===== config.mk =====
export PLATFORM = sky130hd
export DESIGN_NAME = extirq_ctrl
export DESIGN_NICKNAME = d
export VERILOG_FILES = /design/src/rtl/extirq_pkg.sv /design/src/rtl/extirq_sync.sv /design/src/rtl/extirq_detect.sv /design/src/rtl/extirq_regs.sv /design/src/rtl/extirq_ctrl.sv
export SDC_FILE = /design/constraint.sdc
export NUM_CORES = 1
export LEC_CHECK = 0
export ABC_AREA = 0
export BUFFER_PORTS_ARGS = -buffer_cell sky130_fd_sc_hd__buf_2
export CAP_MARGIN = 10
export CORE_UTILIZATION = 56
export CTS_BUF_LIST = sky130_fd_sc_hd__clkbuf_16
export DETAILED_ROUTE_END_ITERATION = 7
export PLACE_DENSITY = 0.86
export RECOVER_POWER = 25
export SETUP_SLACK_MARGIN = 0.05
export SKIP_CTS_REPAIR_TIMING = 1
export SYNTH_ARGS = -nofsm -noshare
export SYNTH_HDL_FRONTEND = slang
export SYNTH_HIERARCHICAL = 1
export SYNTH_SLANG_ARGS = --single-unit

===== constraint.sdc =====
create_clock -name clk -period 2.05 [get_ports clk]
set_input_delay 0.1025 -clock clk [delete_from_list [all_inputs] [get_ports clk]]
set_output_delay 0.1025 -clock clk [all_outputs]
set_load 0.005 [all_outputs]

===== src/rtl/extirq_pkg.sv =====
// Shared constants and types for the external interrupt pin controller.
// Assumes a 32-bit register bus and 4-bit per-pin fields in the trigger
// and gate registers.
package extirq_pkg;

    localparam int REG_W    = 32;
    localparam int FIELD_W  = 4;
    localparam int MAX_PINS = 8;
    localparam int BYTE_W   = 8;

    // Register indices on bus_addr; order is the software-visible map.
    localparam logic [2:0] IDX_MODE = 3'd0;
    localparam logic [2:0] IDX_GATE = 3'd1;
    localparam logic [2:0] IDX_PEND = 3'd2;
    localparam logic [2:0] IDX_MSET = 3'd3;
    localparam logic [2:0] IDX_MCLR = 3'd4;

    // Trigger codes held in each 4-bit trigger field.
    typedef enum logic [3:0] {
        TRIG_FALL = 4'd0,
        TRIG_RISE = 4'd1,
        TRIG_LOW  = 4'd2,
        TRIG_HIGH = 4'd3,
        TRIG_BOTH = 4'd4
    } trig_e;

    // Lowest bit of pin n's field; pin 0 owns the top field.
    function automatic int field_lsb(input int pin);
        return REG_W - (pin + 1) * FIELD_W;
    endfunction

endpackage


===== src/rtl/extirq_sync.sv =====
// Multi-flop synchronizer for one asynchronous pin.
// Assumes STAGES >= 2; the output resets to 0.
module extirq_sync #(
    parameter int STAGES = 2
) (
    input  logic clk,
    input  logic rst_n,
    input  logic d,
    output logic q
);

    logic [STAGES-1:0] chain_q;

    // Shift the raw pin through the flop chain.
    always_ff @(posedge clk) begin
        if (!rst_n) chain_q <= '0;
        else        chain_q <= {chain_q[STAGES-2:0], d};
    end

    assign q = chain_q[STAGES-1];

endmodule


===== src/rtl/extirq_detect.sv =====
// Trigger detector for one synchronized pin.
// Edge codes compare the current level with the level one cycle earlier.
// Level codes report an event on every active cycle.
// Codes outside the defined set report nothing.
module extirq_detect
    import extirq_pkg::*;
(
    input  logic       clk,
    input  logic       rst_n,
    input  logic [3:0] code,
    input  logic       lvl,
    output logic       evt
);

    logic prev_q;

    // Remember the previous synchronized level for edge detection.
    always_ff @(posedge clk) begin
        if (!rst_n) prev_q <= 1'b0;
        else        prev_q <= lvl;
    end

    // Decode the trigger code into an event strobe.
    always_comb begin
        case (code)
            TRIG_FALL: evt = prev_q & ~lvl;
            TRIG_RISE: evt = ~prev_q & lvl;
            TRIG_LOW:  evt = ~lvl;
            TRIG_HIGH: evt = lvl;
            TRIG_BOTH: evt = prev_q ^ lvl;
            default:   evt = 1'b0;
        endcase
    end

endmodule


===== src/rtl/extirq_regs.sv =====
// Register file: trigger and gate words, pending flags, mask flags and
// the read multiplexer.
// Per-pin bits are MSB-first at both access sizes.
// Trigger and gate registers always take the full word.
// A new event overrides a software clear in the same cycle.
module extirq_regs
    import extirq_pkg::*;
#(
    parameter int NUM_PINS = 8
) (
    input  logic                              clk,
    input  logic                              rst_n,
    input  logic                              bus_sel,
    input  logic                              bus_wr,
    input  logic                              bus_word,
    input  logic [2:0]                        bus_addr,
    input  logic [REG_W-1:0]                  bus_wdata,
    output logic [REG_W-1:0]                  bus_rdata,
    input  logic [NUM_PINS-1:0]               evt_i,
    output logic [NUM_PINS-1:0][FIELD_W-1:0]  mode_o,
    output logic [NUM_PINS-1:0]               gate_on_o,
    output logic [NUM_PINS-1:0]               pend_o,
    output logic [NUM_PINS-1:0]               mask_o
);

    logic [REG_W-1:0]    mode_q;
    logic [REG_W-1:0]    gate_q;
    logic [NUM_PINS-1:0] pend_q;
    logic [NUM_PINS-1:0] mask_q;
    logic [NUM_PINS-1:0] wbit;
    logic                wr_mode, wr_gate, wr_pend, wr_mset, wr_mclr;

    // Decode which register a write targets.
    always_comb begin
        wr_mode = bus_sel && bus_wr && (bus_addr == IDX_MODE);
        wr_gate = bus_sel && bus_wr && (bus_addr == IDX_GATE);
        wr_pend = bus_sel && bus_wr && (bus_addr == IDX_PEND);
        wr_mset = bus_sel && bus_wr && (bus_addr == IDX_MSET);
        wr_mclr = bus_sel && bus_wr && (bus_addr == IDX_MCLR);
    end

    // Extract per-pin write bits, MSB-first within the access width.
    always_comb begin
        for (int n = 0; n < NUM_PINS; n++) begin
            wbit[n] = bus_word ? bus_wdata[REG_W-1-n] : bus_wdata[BYTE_W-1-n];
        end
    end

    // Trigger and gate words: full-word writes only.
    always_ff @(posedge clk) begin
        if (!rst_n) begin
            mode_q <= '0;
            gate_q <= '0;
        end else begin
            if (wr_mode) mode_q <= bus_wdata;
            if (wr_gate) gate_q <= bus_wdata;
        end
    end

    genvar g;
    generate
        for (g = 0; g < NUM_PINS; g++) begin : g_pin
            localparam int LSB = field_lsb(g);

            // Pending flag: write-0-to-clear, an event sets it with priority.
            always_ff @(posedge clk) begin
                if (!rst_n)       pend_q[g] <= 1'b0;
                else if (evt_i[g]) pend_q[g] <= 1'b1;
                else if (wr_pend)  pend_q[g] <= pend_q[g] & wbit[g];
            end

            // Mask flag: set through one index, cleared through another.
            always_ff @(posedge clk) begin
                if (!rst_n)                  mask_q[g] <= 1'b1;
                else if (wr_mset && wbit[g]) mask_q[g] <= 1'b1;
                else if (wr_mclr && wbit[g]) mask_q[g] <= 1'b0;
            end

            assign mode_o[g]    = mode_q[LSB +: FIELD_W];
            assign gate_on_o[g] = |gate_q[LSB +: FIELD_W];
        end
    endgenerate

    // Read multiplexer; the mask indices are write-only and read as zero.
    always_comb begin
        bus_rdata = '0;
        case (bus_addr)
            IDX_MODE: bus_rdata = mode_q;
            IDX_GATE: bus_rdata = gate_q;
            IDX_PEND: begin
                for (int n = 0; n < NUM_PINS; n++) begin
                    if (bus_word) bus_rdata[REG_W-1-n]  = pend_q[n];
                    else          bus_rdata[BYTE_W-1-n] = pend_q[n];
                end
            end
            default:  bus_rdata = '0;
        endcase
    end

    assign pend_o = pend_q;
    assign mask_o = mask_q;

endmodule


===== src/rtl/extirq_ctrl.sv =====
// Top level of the external interrupt pin controller.
// Each pin runs through a synchronizer and a trigger detector into the
// register file.
// Requests are formed from the pending flag, the mask flag and the gate field.
// Assumes 1 <= NUM_PINS <= 8 and SYNC_STAGES >= 2.
module extirq_ctrl
    import extirq_pkg::*;
#(
    parameter int NUM_PINS    = 8,
    parameter int SYNC_STAGES = 2
) (
    input  logic                clk,
    input  logic                rst_n,
    input  logic [NUM_PINS-1:0] pin_in,
    input  logic                bus_sel,
    input  logic                bus_wr,
    input  logic                bus_word,
    input  logic [2:0]          bus_addr,
    input  logic [31:0]         bus_wdata,
    output logic [31:0]         bus_rdata,
    output logic [NUM_PINS-1:0] irq_out,
    output logic                irq_any
);

    logic [NUM_PINS-1:0]              pin_s;
    logic [NUM_PINS-1:0]              evt;
    logic [NUM_PINS-1:0][FIELD_W-1:0] mode;
    logic [NUM_PINS-1:0]              gate_on;
    logic [NUM_PINS-1:0]              pend;
    logic [NUM_PINS-1:0]              mask;

    genvar g;
    generate
        for (g = 0; g < NUM_PINS; g++) begin : g_pin
            extirq_sync #(.STAGES(SYNC_STAGES)) u_sync (
                .clk   (clk),
                .rst_n (rst_n),
                .d     (pin_in[g]),
                .q     (pin_s[g])
            );

            extirq_detect u_det (
                .clk   (clk),
                .rst_n (rst_n),
                .code  (mode[g]),
                .lvl   (pin_s[g]),
                .evt   (evt[g])
            );

            // Request: pending, unmasked and gated on.
            assign irq_out[g] = pend[g] & ~mask[g] & gate_on[g];
        end
    endgenerate

    extirq_regs #(.NUM_PINS(NUM_PINS)) u_regs (
        .clk       (clk),
        .rst_n     (rst_n),
        .bus_sel   (bus_sel),
        .bus_wr    (bus_wr),
        .bus_word  (bus_word),
        .bus_addr  (bus_addr),
        .bus_wdata (bus_wdata),
        .bus_rdata (bus_rdata),
        .evt_i     (evt),
        .mode_o    (mode),
        .gate_on_o (gate_on),
        .pend_o    (pend),
        .mask_o    (mask)
    );

    assign irq_any = |irq_out;

endmodule


==> results.toml, run 1 <==
[outcome]
status = "finished with violations"
failed_checks = "design-rule violations, negative setup slack"

[clocking]
clock_path_buffers = 2
htree_levels = 3
cts_tree = "yes"
path_clk_slew_ps = 70
cts-root-buf = "clkbuf_16"
cts_sinks = 104
clk_latency_ps = 350
numCtsBuffers = 9

[layout]
finalNonFillerCells = 805
syn_to_final_growth_pct = 18.3
nNetsFinal = 757
drive_gt1_frac = 0.209
diodes = 0

[sta]
period_share = 1.05
setup_viol = 1
maxSlewViolCount = 0
timing.fmax_ghz = 0.464
slew_headroom = 0.223
tightest_slew_ps = 1170
worst_slack_ps = -103
finalHoldViolations = 0
skew_ps = 8.64
finalCriticalPeriod_ps = 2150
rsz0062_at_grt = "true"

[pwr]
power.density_mw_per_mm2 = 730
clock_power_share = 0.437
p_total_uw = 4430
ir_worst_vdd_mv = 0.443
switching_share = 0.233
comb_power_share = 0.088
switchingPower_uw = 1030
p_int_uw = 3400
power.leakage_uw = 0.00248
p_seq_frac = 0.475

[logic_synthesis]
yosysTopAreaCellShare = 0.406
synthFlopType = "dfxtp_1"
yosysUniqueCellTypes = 37
synth-simple-area-share = 0.220
ys_seq_area_frac = 0.406
synth-seq-cells = 104
syn_area_per_cell_um2 = 8.31
synth_top_family_by_area = "compound AO/OA/AOI/OAI gates"
synth_xor_area_frac = 0.0137
netlist_area_mm2 = 0.00513
synth_area_leaders = "dfxtp_1 41%, a21oi_1 7.8%, nand3_1 7.0%"
synth_compound_area_frac = 0.243
syn_inst = 617
synth_fa_ha_area_frac = 0.0390
yosys_warnings = 6
synthMuxAreaShare = 0.0176
synth-edff-count = 0
synth_nets = 681
async_reset_ff_frac = 0
yosysMostFrequentCell = "dfxtp_1"
netlist_top_cells_count = "104 x dfxtp_1, 80 x a21oi_1, 72 x nand3_1, 72 x o21ai_0, 36 x nand2_1"
yosysTopAreaCell = "dfxtp_1"

[die]
start_util = 0.582
fp.dieH_um = 97.7
core.rowCount = 34
coreArea_mm2 = 0.00881
dieArea_mm2 = 0.00955
die_width_um = 97.7
num_io_pins = 89

[routing]
routed_wl_mm = 14.6
via_count = 5171
drc_errors = 10
drt_iter0_drc = 530
drtPass1Iterations = 7
vias_per_cell = 6.42
post_drt_wl_per_cell_um = 18.2
postRouteAntennaNets = 0

[grt]
antenna_found_initial = 0
grt_overflow_total = 0
grt_first_pass_wirelength_mm = 23.3
grt_use_total = 0.306
grt_pass1_vias = 4824
grt_max_degree = 73

[critical_path]
crit_type = "flip-flop to output pin"
critPathCaptureType = "output pin"
path_cells = "or4_1 -> nand2_1 -> o22ai_1 -> or4_4 -> buf_6"
worst-path-max-fanout = 3
r2r_start = "g_pin[4].u_sync/chain_q[1]$_SDFF_PN0_"
critPathSlowestCell = "or4_1"
rr_worst_depth = 7
critical_path_required_ps = 1950
start_kind = "flip-flop"
reg2reg_slack_ps = 540
reg2reg_to = "u_regs/pend_o[4]$_SDFFE_PN0P_"
cp.arrival_ps = 2050
cpPeakStageDelay_ps = 530

[min_path]
whs_path_depth = 3
worst_hold_path_type = "primary input to flip-flop"
min_to = "u_regs/mode_q[19]$_SDFFE_PN0P_"
hold_start = "bus_wdata[19]"

[placed_design]
dp_hpwl_mm = 9.99
port_buffers = 88
placed_cells = 782
gp_congestion = 0.883

[flow_run]
max-cap-violations = 0
layout make-up:
type                       count  area, um^2
inverter                      21        78.8
fill                         703        2740
timing repair buffer         113         674
clock buffer                   9         225
multi-input combinational    444        2760
tap                          108         135
clock inverter                 6         108
sequential                   104        2080
per-layer routing:
| metal | vias up | GRT usage | part of all wire |
|---|---|---|---|
| met3 | 50 | 0.0568 | 0.091 |
| met2 | 317 | 0.507 | 0.48 |
| met5 | - | 0 | 0 |
| li1 | 2355 | - | - |
| met1 | 2449 | 0.389 | 0.40 |
| met4 | 0 | 0.140 | 0.035 |
registers in the layout, indices dropped and copies added (netlist names):
register              flops
g_pin.u_sync/chain_q     16
u_regs/mask_o             8
u_regs/mode_q            32
u_regs/gate_q            32
g_pin.u_det/prev_q        8
u_regs/pend_o             8
power groups by stage:
stage / Combinational, uW / Sequential [uW] / Clock [uW]
2_1_floorplan: 224 / 2140 / 0
3_3_place_gp: 352 / 2140 / 0
3_5_place_dp: 365 / 2150 / 0
4_1_cts: 370 / 2100 / 1940
5_1_grt: 421 / 2110 / 2040
6_report: 392 / 2100 / 1940
placed cells by master (no fill, tap or decap), drive strengths merged:
cell,n
a21oi,80
a221o,8
a22o,16
a22oi,16
and2,24
and3,1
and3b,9
and4bb,1
buf,102
bufinv,3
clkbuf,12
clkinv,2
dfxtp,104
dlygate4sd3,8
ha,16
inv,22
mux2,8
nand2,36
nand2b,1
nand3,72
nand3b,5
nand4,1
nor2,13
nor2b,17
nor3,9
nor3b,2
nor4b,1
nor4bb,1
o21ai,80
o22ai,1
o31ai,8
or2,1
or4,9
xnor2,8
cells by family after synthesis:
| group | Yosys count |
|---|---|
| flip-flops | 104 |
| AO/OA/AOI/OAI | 209 |
| AND/OR/NAND/NOR | 203 |
| buffers and inverters | 69 |
| multiplexers | 8 |
| adder cells (fa/ha/maj) | 16 |
| XOR/XNOR | 8 |
how the worst max path moves through the flow:
stage | depth (start not counted) | from | end
global route | 5 | u_regs/gate_q[26]$_SDFFE_PN0P_ | irq_any
CTS | 5 | u_regs/gate_q[16]$_SDFFE_PN0P_ | irq_any
global placement | 5 | u_regs/gate_q[16]$_SDFFE_PN0P_ | irq_any
floorplan | 4 | u_regs/gate_q[4]$_SDFFE_PN0P_ | irq_any
finish | 5 | u_regs/gate_q[0]$_SDFFE_PN0P_ | irq_any
detailed placement | 5 | u_regs/gate_q[16]$_SDFFE_PN0P_ | irq_any
through the flow:
| stage | worst slack (ps) | hold WS (ps) | instance area (um^2) | setup TNS [ps] | utilization |
|---|---|---|---|---|---|
| after global placement | 190 | 301 | 5640 | 0 | 0.641 |
| after detailed placement | 190 | 307 | 5640 | 0 | 0.641 |
| after floorplan | 485 | 224 | 5130 | 0 | - |
| final | -103 | 18.2 | 6070 | -103 | 0.689 |
| after CTS | -175 | -50.0 | 5970 | -175 | 0.678 |
| after global routing | -145 | 29.5 | 6070 | -145 | 0.689 |
worst max-delay path, delay by kind of cell (launching register included):
family                 cells  cell delay [ps]
AO/OA/AOI/OAI              1               90
buffers and inverters      1              130
AND/OR/NAND/NOR            3             1170
flip-flops                 1              320
(Power assumes the default switching activity.)
==> run 2: changes to the inputs <==
--- a/config.mk
+++ b/config.mk
@@ -11,10 +11,12 @@
 export CORE_UTILIZATION = 56
 export CTS_BUF_LIST = sky130_fd_sc_hd__clkbuf_16
 export DETAILED_ROUTE_END_ITERATION = 7
+export GPL_TIMING_DRIVEN = 0
 export PLACE_DENSITY = 0.86
-export RECOVER_POWER = 25
+export RECOVER_POWER = 50
 export SETUP_SLACK_MARGIN = 0.05
 export SKIP_CTS_REPAIR_TIMING = 1
+export SLEW_MARGIN = 20
 export SYNTH_ARGS = -nofsm -noshare
 export SYNTH_HDL_FRONTEND = slang
 export SYNTH_HIERARCHICAL = 1
==> run 2 against run 1 <==
The run still ends with design-rule violations, negative setup slack left. Clock skew rose by 1.5 ps. Via count rose by 2.3%. Sequential cell count did not move. Count of clock-buffer cells in the layout stayed put. Cell area rose by 0.80%. Clock power is 14% lower. Sequential share of layout area shrank 0.25 points. Final cell count up 4.3%. Combinational power is 3% higher.
==> results.toml, run 2 (synthesis results as in run 1) <==
[sta]
finalCriticalPeriod_ps = 2190
maxSlewViolCount = 0
worst_slack_ps = -142
tightest_slew_ps = 1070
timing.fmax_ghz = 0.456
period_share = 1.07
fin_hold_ws_ps = 12.5
finalSetupTns_ps = -142
finalHoldViolations = 0
skew_ps = 10.1
slew_headroom = 0.289
setup_viol = 1
rsz0062_at_grt = "true"

[clocking]
cts-root-buf = "clkbuf_16"
clk_latency_ps = 350
numCtsBuffers = 9
htree_levels = 3
cts_sinks = 104
path_clk_slew_ps = 70
clock_path_buffers = 2
cts_tree = "yes"

[grt]
antenna_found_initial = 0
grt_max_degree = 26
grt_pass1_vias = 4872
grt_overflow_total = 0
grt_use_total = 0.324
grt_first_pass_wirelength_mm = 24.3

[placed_design]
dp_hpwl_mm = 11.0
port_buffers = 87
gp_congestion = 0.935

[outcome]
status = "finished with violations"
failed_checks = "design-rule violations, negative setup slack"

[routing]
top_layer = "met4"
drtPass1Iterations = 8
routed_wl_mm = 15.5
postRouteAntennaNets = 0
vias_per_cell = 6.30
post_drt_wl_per_cell_um = 18.4
drc_errors = 10
drt_iter0_drc = 658
wl_met3_mm = 1.63
wl_met1_mm = 6.00
via_count = 5288
met2_length_mm = 7.41

[die]
fp.dieH_um = 97.7
die_width_um = 97.7
start_util = 0.582
core.rowCount = 34
dieArea_mm2 = 0.00955
num_io_pins = 89
coreArea_mm2 = 0.00881

[layout]
layout_common_cells = "103 x buf_2, 102 x dfxtp_1, 80 x a21oi_1"
drive_gt1_frac = 0.210
final_common_cell = "buf_2"
fin_util = 0.695
syn_to_final_growth_pct = 19.2
diodes = 0
largest_registers = "u_regs/gate_q: 32 flops, u_regs/mode_q: 32 flops, g_pin.u_sync/chain_q: 16 flops"
nNetsFinal = 791

[flow_run]
max-cap-violations = 0

[pwr]
clock_power_share = 0.400
comb_power_share = 0.096
power.leakage_uw = 0.00255
switchingPower_uw = 1040
switching_share = 0.249
p_seq_frac = 0.503
p_int_uw = 3140
ir_worst_vdd_mv = 0.478
power.density_mw_per_mm2 = 684

[critical_path]
path_cells = "or4_4 -> nand3b_4 -> nand4_1 -> or4_4 -> buf_6"
critPathCaptureType = "output pin"
cp.arrival_ps = 2090
worst-path-max-fanout = 3
cp.buffers_inverters = 1
critical_path_required_ps = 1950
cpMostUsedCell = "or4_4"
start_kind = "flip-flop"
cpPeakStageDelay_ps = 560
critPathSlowestCell = "or4_4"
crit_type = "flip-flop to output pin"
cp_top_family = "simple AND/OR/NAND/NOR gates"

[min_path]
worst_hold_path_type = "primary input to flip-flop"
-- run 2: path summary, 6_finish.rpt --
path                                                         endpoint  cells after the start                             startpoint  slack, ps
worst max-delay path                                          irq_any                      5         u_regs/gate_q[19]$_SDFFE_PN0P_       -140
worst min-delay path                   u_regs/mode_q[16]$_SDFFE_PN0P_                      3                          bus_wdata[16]         10
worst max register to register          u_regs/pend_o[0]$_SDFFE_PN0P_                      7  g_pin[0].u_sync/chain_q[1]$_SDFF_PN0_        610
worst min register to register  g_pin[7].u_sync/chain_q[1]$_SDFF_PN0_                      1  g_pin[7].u_sync/chain_q[0]$_SDFF_PN0_        430
-- run 2: layout make-up --
cell class | count | area (um^2)
plain buffers | 48 | 233
clock buffers | 9 | 225
clock inverters | 7 | 57.6
fillers | 691 | 2690
inverters | 21 | 78.8
multi-input cells | 444 | 2750
flip-flops and latches | 104 | 2080
well taps | 108 | 135
repair buffers | 99 | 551
-- run 2: layer usage --
metal,vias to the layer above,GRT usage
met5,-,0
met4,0,0.127
met3,41,0.0647
met2,345,0.543
met1,2467,0.409
li1,2435,-
-- run 2: per-stage QoR --
stage | instances | setup WS (ps) | instance area [um^2] | total power (uW)
after global placement | 812 | 148 | 5700 | 2510
final | 840 | -142 | 6120 | 4180
after global routing | 840 | -184 | 6120 | 4300
after detailed placement | 812 | 132 | 5700 | 2520
after floorplan | 617 | 485 | 5130 | 2360
after CTS | 828 | -239 | 5980 | 4160
-- run 2: power groups by stage --
stage / clock network, uW / logic (uW) / registers [uW]
detailed placement: 0 / 375 / 2150
CTS: 1680 / 378 / 2100
global route: 1760 / 435 / 2110
floorplan: 0 / 224 / 2140
global placement: 0 / 363 / 2140
finish: 1670 / 404 / 2100
-- run 2: tightest hold or removal path, cell delays in order --
cell     delay [ps]
buf_2           100
nand3_1          50
a21oi_1          60
==> run 3: changes to the inputs <==
--- a/config.mk
+++ b/config.mk
@@ -8,11 +8,11 @@
 export ABC_AREA = 0
 export BUFFER_PORTS_ARGS = -buffer_cell sky130_fd_sc_hd__buf_2
 export CAP_MARGIN = 10
-export CORE_UTILIZATION = 56
+export CORE_UTILIZATION = 60
 export CTS_BUF_LIST = sky130_fd_sc_hd__clkbuf_16
 export DETAILED_ROUTE_END_ITERATION = 7
 export GPL_TIMING_DRIVEN = 0
-export PLACE_DENSITY = 0.86
+export PLACE_DENSITY = 0.91
 export RECOVER_POWER = 50
 export SETUP_SLACK_MARGIN = 0.05
 export SKIP_CTS_REPAIR_TIMING = 1
==> constraint.sdc (replaced) <==
create_clock -name clk -period 2.75 [get_ports clk]
set_input_delay 0.1375 -clock clk [delete_from_list [all_inputs] [get_ports clk]]
set_output_delay 0.1375 -clock clk [all_outputs]
set_load 0.005 [all_outputs]
==> run 3 against run 2 <==
The run ends with negative hold slack left. First-iteration DRC count rose by 15%. Setup slack better by 540 ps. Largest cell class unchanged. Die area shrank 6.5%. Total power fell by 23%. Wire length is essentially flat. Count of clock-buffer cells in the layout stayed put. Critical endpoint unchanged. Sequential cell count unchanged. Hold slack got worse by 20 ps. Sequential share of layout area grew 0.45 points. Utilization up 3.6 points.
==> results.toml, run 3 (synthesis results as in run 1) <==
[clocking]
clk_latency_ps = 340
numCtsBuffers = 9
clock_path_buffers = 2
cts-root-buf = "clkbuf_16"
cts_tree = "yes"
htree_levels = 3
path_clk_slew_ps = 70
cts_sinks = 104

[layout]
layout_common_cells = "104 x dfxtp_1, 104 x buf_2, 80 x a21oi_1"
n_fill_cell = 674
largest_registers = "u_regs/gate_q: 32 flops, u_regs/mode_q: 32 flops, g_pin.u_sync/chain_q: 16 flops"
nNetsFinal = 782
final-seq-area_mm2 = 0.00208
syn_to_final_growth_pct = 17.6
diodes = 0
drive_gt1_frac = 0.202
multi_input_area_mm2 = 0.00273

[sta]
timing.fmax_ghz = 0.425
finalHoldViolations = 2
finalCriticalPeriod_ps = 2350
fin_hold_ws_ps = -7.23
finalSetupTns_ps = 0
period_share = 0.855
setup_viol = 0
skew_ps = 6.55
maxSlewViolCount = 0
rsz0062_at_grt = "false"
worst_slack_ps = 397
slew_headroom = 0.309
tightest_slew_ps = 1040

[critical_path]
r2r_start = "g_pin[5].u_sync/chain_q[1]$_SDFF_PN0_"
worst-path-max-fanout = 3
startpoint = "u_regs/gate_q[24]$_SDFFE_PN0P_"
rr_worst_depth = 7
setup.worst_path.end = "irq_any"
start_kind = "flip-flop"
cp.arrival_ps = 2220
reg2reg_slack_ps = 1320
critical_path_required_ps = 2610
reg2reg_to = "u_regs/pend_o[5]$_SDFFE_PN0P_"
crit_type = "flip-flop to output pin"
critPathCaptureType = "output pin"

[die]
start_util = 0.621
die_width_um = 94.5
num_io_pins = 89
coreArea_mm2 = 0.00826
core.rowCount = 33
dieArea_mm2 = 0.00892
fp.dieH_um = 94.5

[routing]
vias_per_cell = 6.51
drtPass1Iterations = 6
drc_errors = 0
drt_iter0_drc = 758
routed_wl_mm = 15.5
postRouteAntennaNets = 0
post_drt_wl_per_cell_um = 18.7
via_count = 5385

[grt]
antenna_found_initial = 0
grt_use_total = 0.359
grt_pass1_vias = 4953
grt_max_degree = 26
grt_first_pass_wirelength_mm = 24.6
grt_overflow_total = 0

[placed_design]
dp_slack_ps = 812
port_buffers = 87
gp_congestion = 0.915
dp_hpwl_mm = 11.0

[pwr]
ir_worst_vdd_mv = 0.356
power.leakage_uw = 0.00250
power.density_mw_per_mm2 = 531

[outcome]
failed_checks = "negative hold slack"
status = "finished with violations"

[flow_run]
max-cap-violations = 0

[min_path]
worst_hold_path_type = "primary input to flip-flop"
[run 3: cell types whose count changed in the layout (fill, tap and decap cells not counted), moves of 3 or more]
cell	delta
buf_4	-4
inv_1	-3
or4_1	+3
dlygate4sd3_1	-5
or4_4	-3
[run 3: through the flow]
stage	total power (uW)	cells	instance area, um^2	util	hold slack [ps]
after floorplan	1760	617	5130	-	259
after global placement	1870	809	5700	0.690	337
after detailed placement	1880	809	5700	0.690	340
after CTS	3190	824	6010	0.727	-10.8
after global routing	3300	827	6030	0.730	0.0587
final	3200	827	6030	0.730	-7.23
[run 3: power breakdown]
| group | total [uW] | switching, uW | internal (uW) |
|---|---|---|---|
| logic | 297 | 192 | 105 |
| registers | 1570 | 29.2 | 1540 |
| clock network | 1340 | 550 | 789 |
[run 3: layout make-up]
class	count	area share
Tap cell	105	0.0218
Timing Repair Buffer	90	0.0770
Sequential cell	104	0.345
Inverter	21	0.0131
Multi-Input combinational cell	444	0.453
Clock buffer	9	0.0374
Buffer	48	0.0386
Clock inverter	6	0.0143
[run 3: worst min-delay path by stage]
stage               from                                     to  slack (ps)  depth (start not counted)
2_1_floorplan  pin_in[0]  g_pin[0].u_sync/chain_q[0]$_SDFF_PN0_         260                          1
3_3_place_gp   pin_in[1]  g_pin[1].u_sync/chain_q[0]$_SDFF_PN0_         340                          2
3_5_place_dp   pin_in[5]  g_pin[5].u_sync/chain_q[0]$_SDFF_PN0_         340                          2
4_1_cts        pin_in[5]  g_pin[5].u_sync/chain_q[0]$_SDFF_PN0_         -10                          2
5_1_grt        pin_in[1]  g_pin[1].u_sync/chain_q[0]$_SDFF_PN0_        0.06                          2
6_report       pin_in[1]  g_pin[1].u_sync/chain_q[0]$_SDFF_PN0_          -7                          2
[run 3: layer usage]
metal / wire length [um] / global-route usage / vias up
li1: - / - / 2411
met1: 5810 / 0.440 / 2462
met2: 7100 / 0.589 / 429
met3: 1840 / 0.0765 / 83
met4: 734 / 0.188 / 0
met5: 0 / 0 / -
[run 3: worst max-delay path, cell delays in order (launching register included)]
cell      delay [ps]
dfxtp_1          340
or4_1            550
nand3b_1         170
nand4_1          150
or4_1            520
buf_2            150
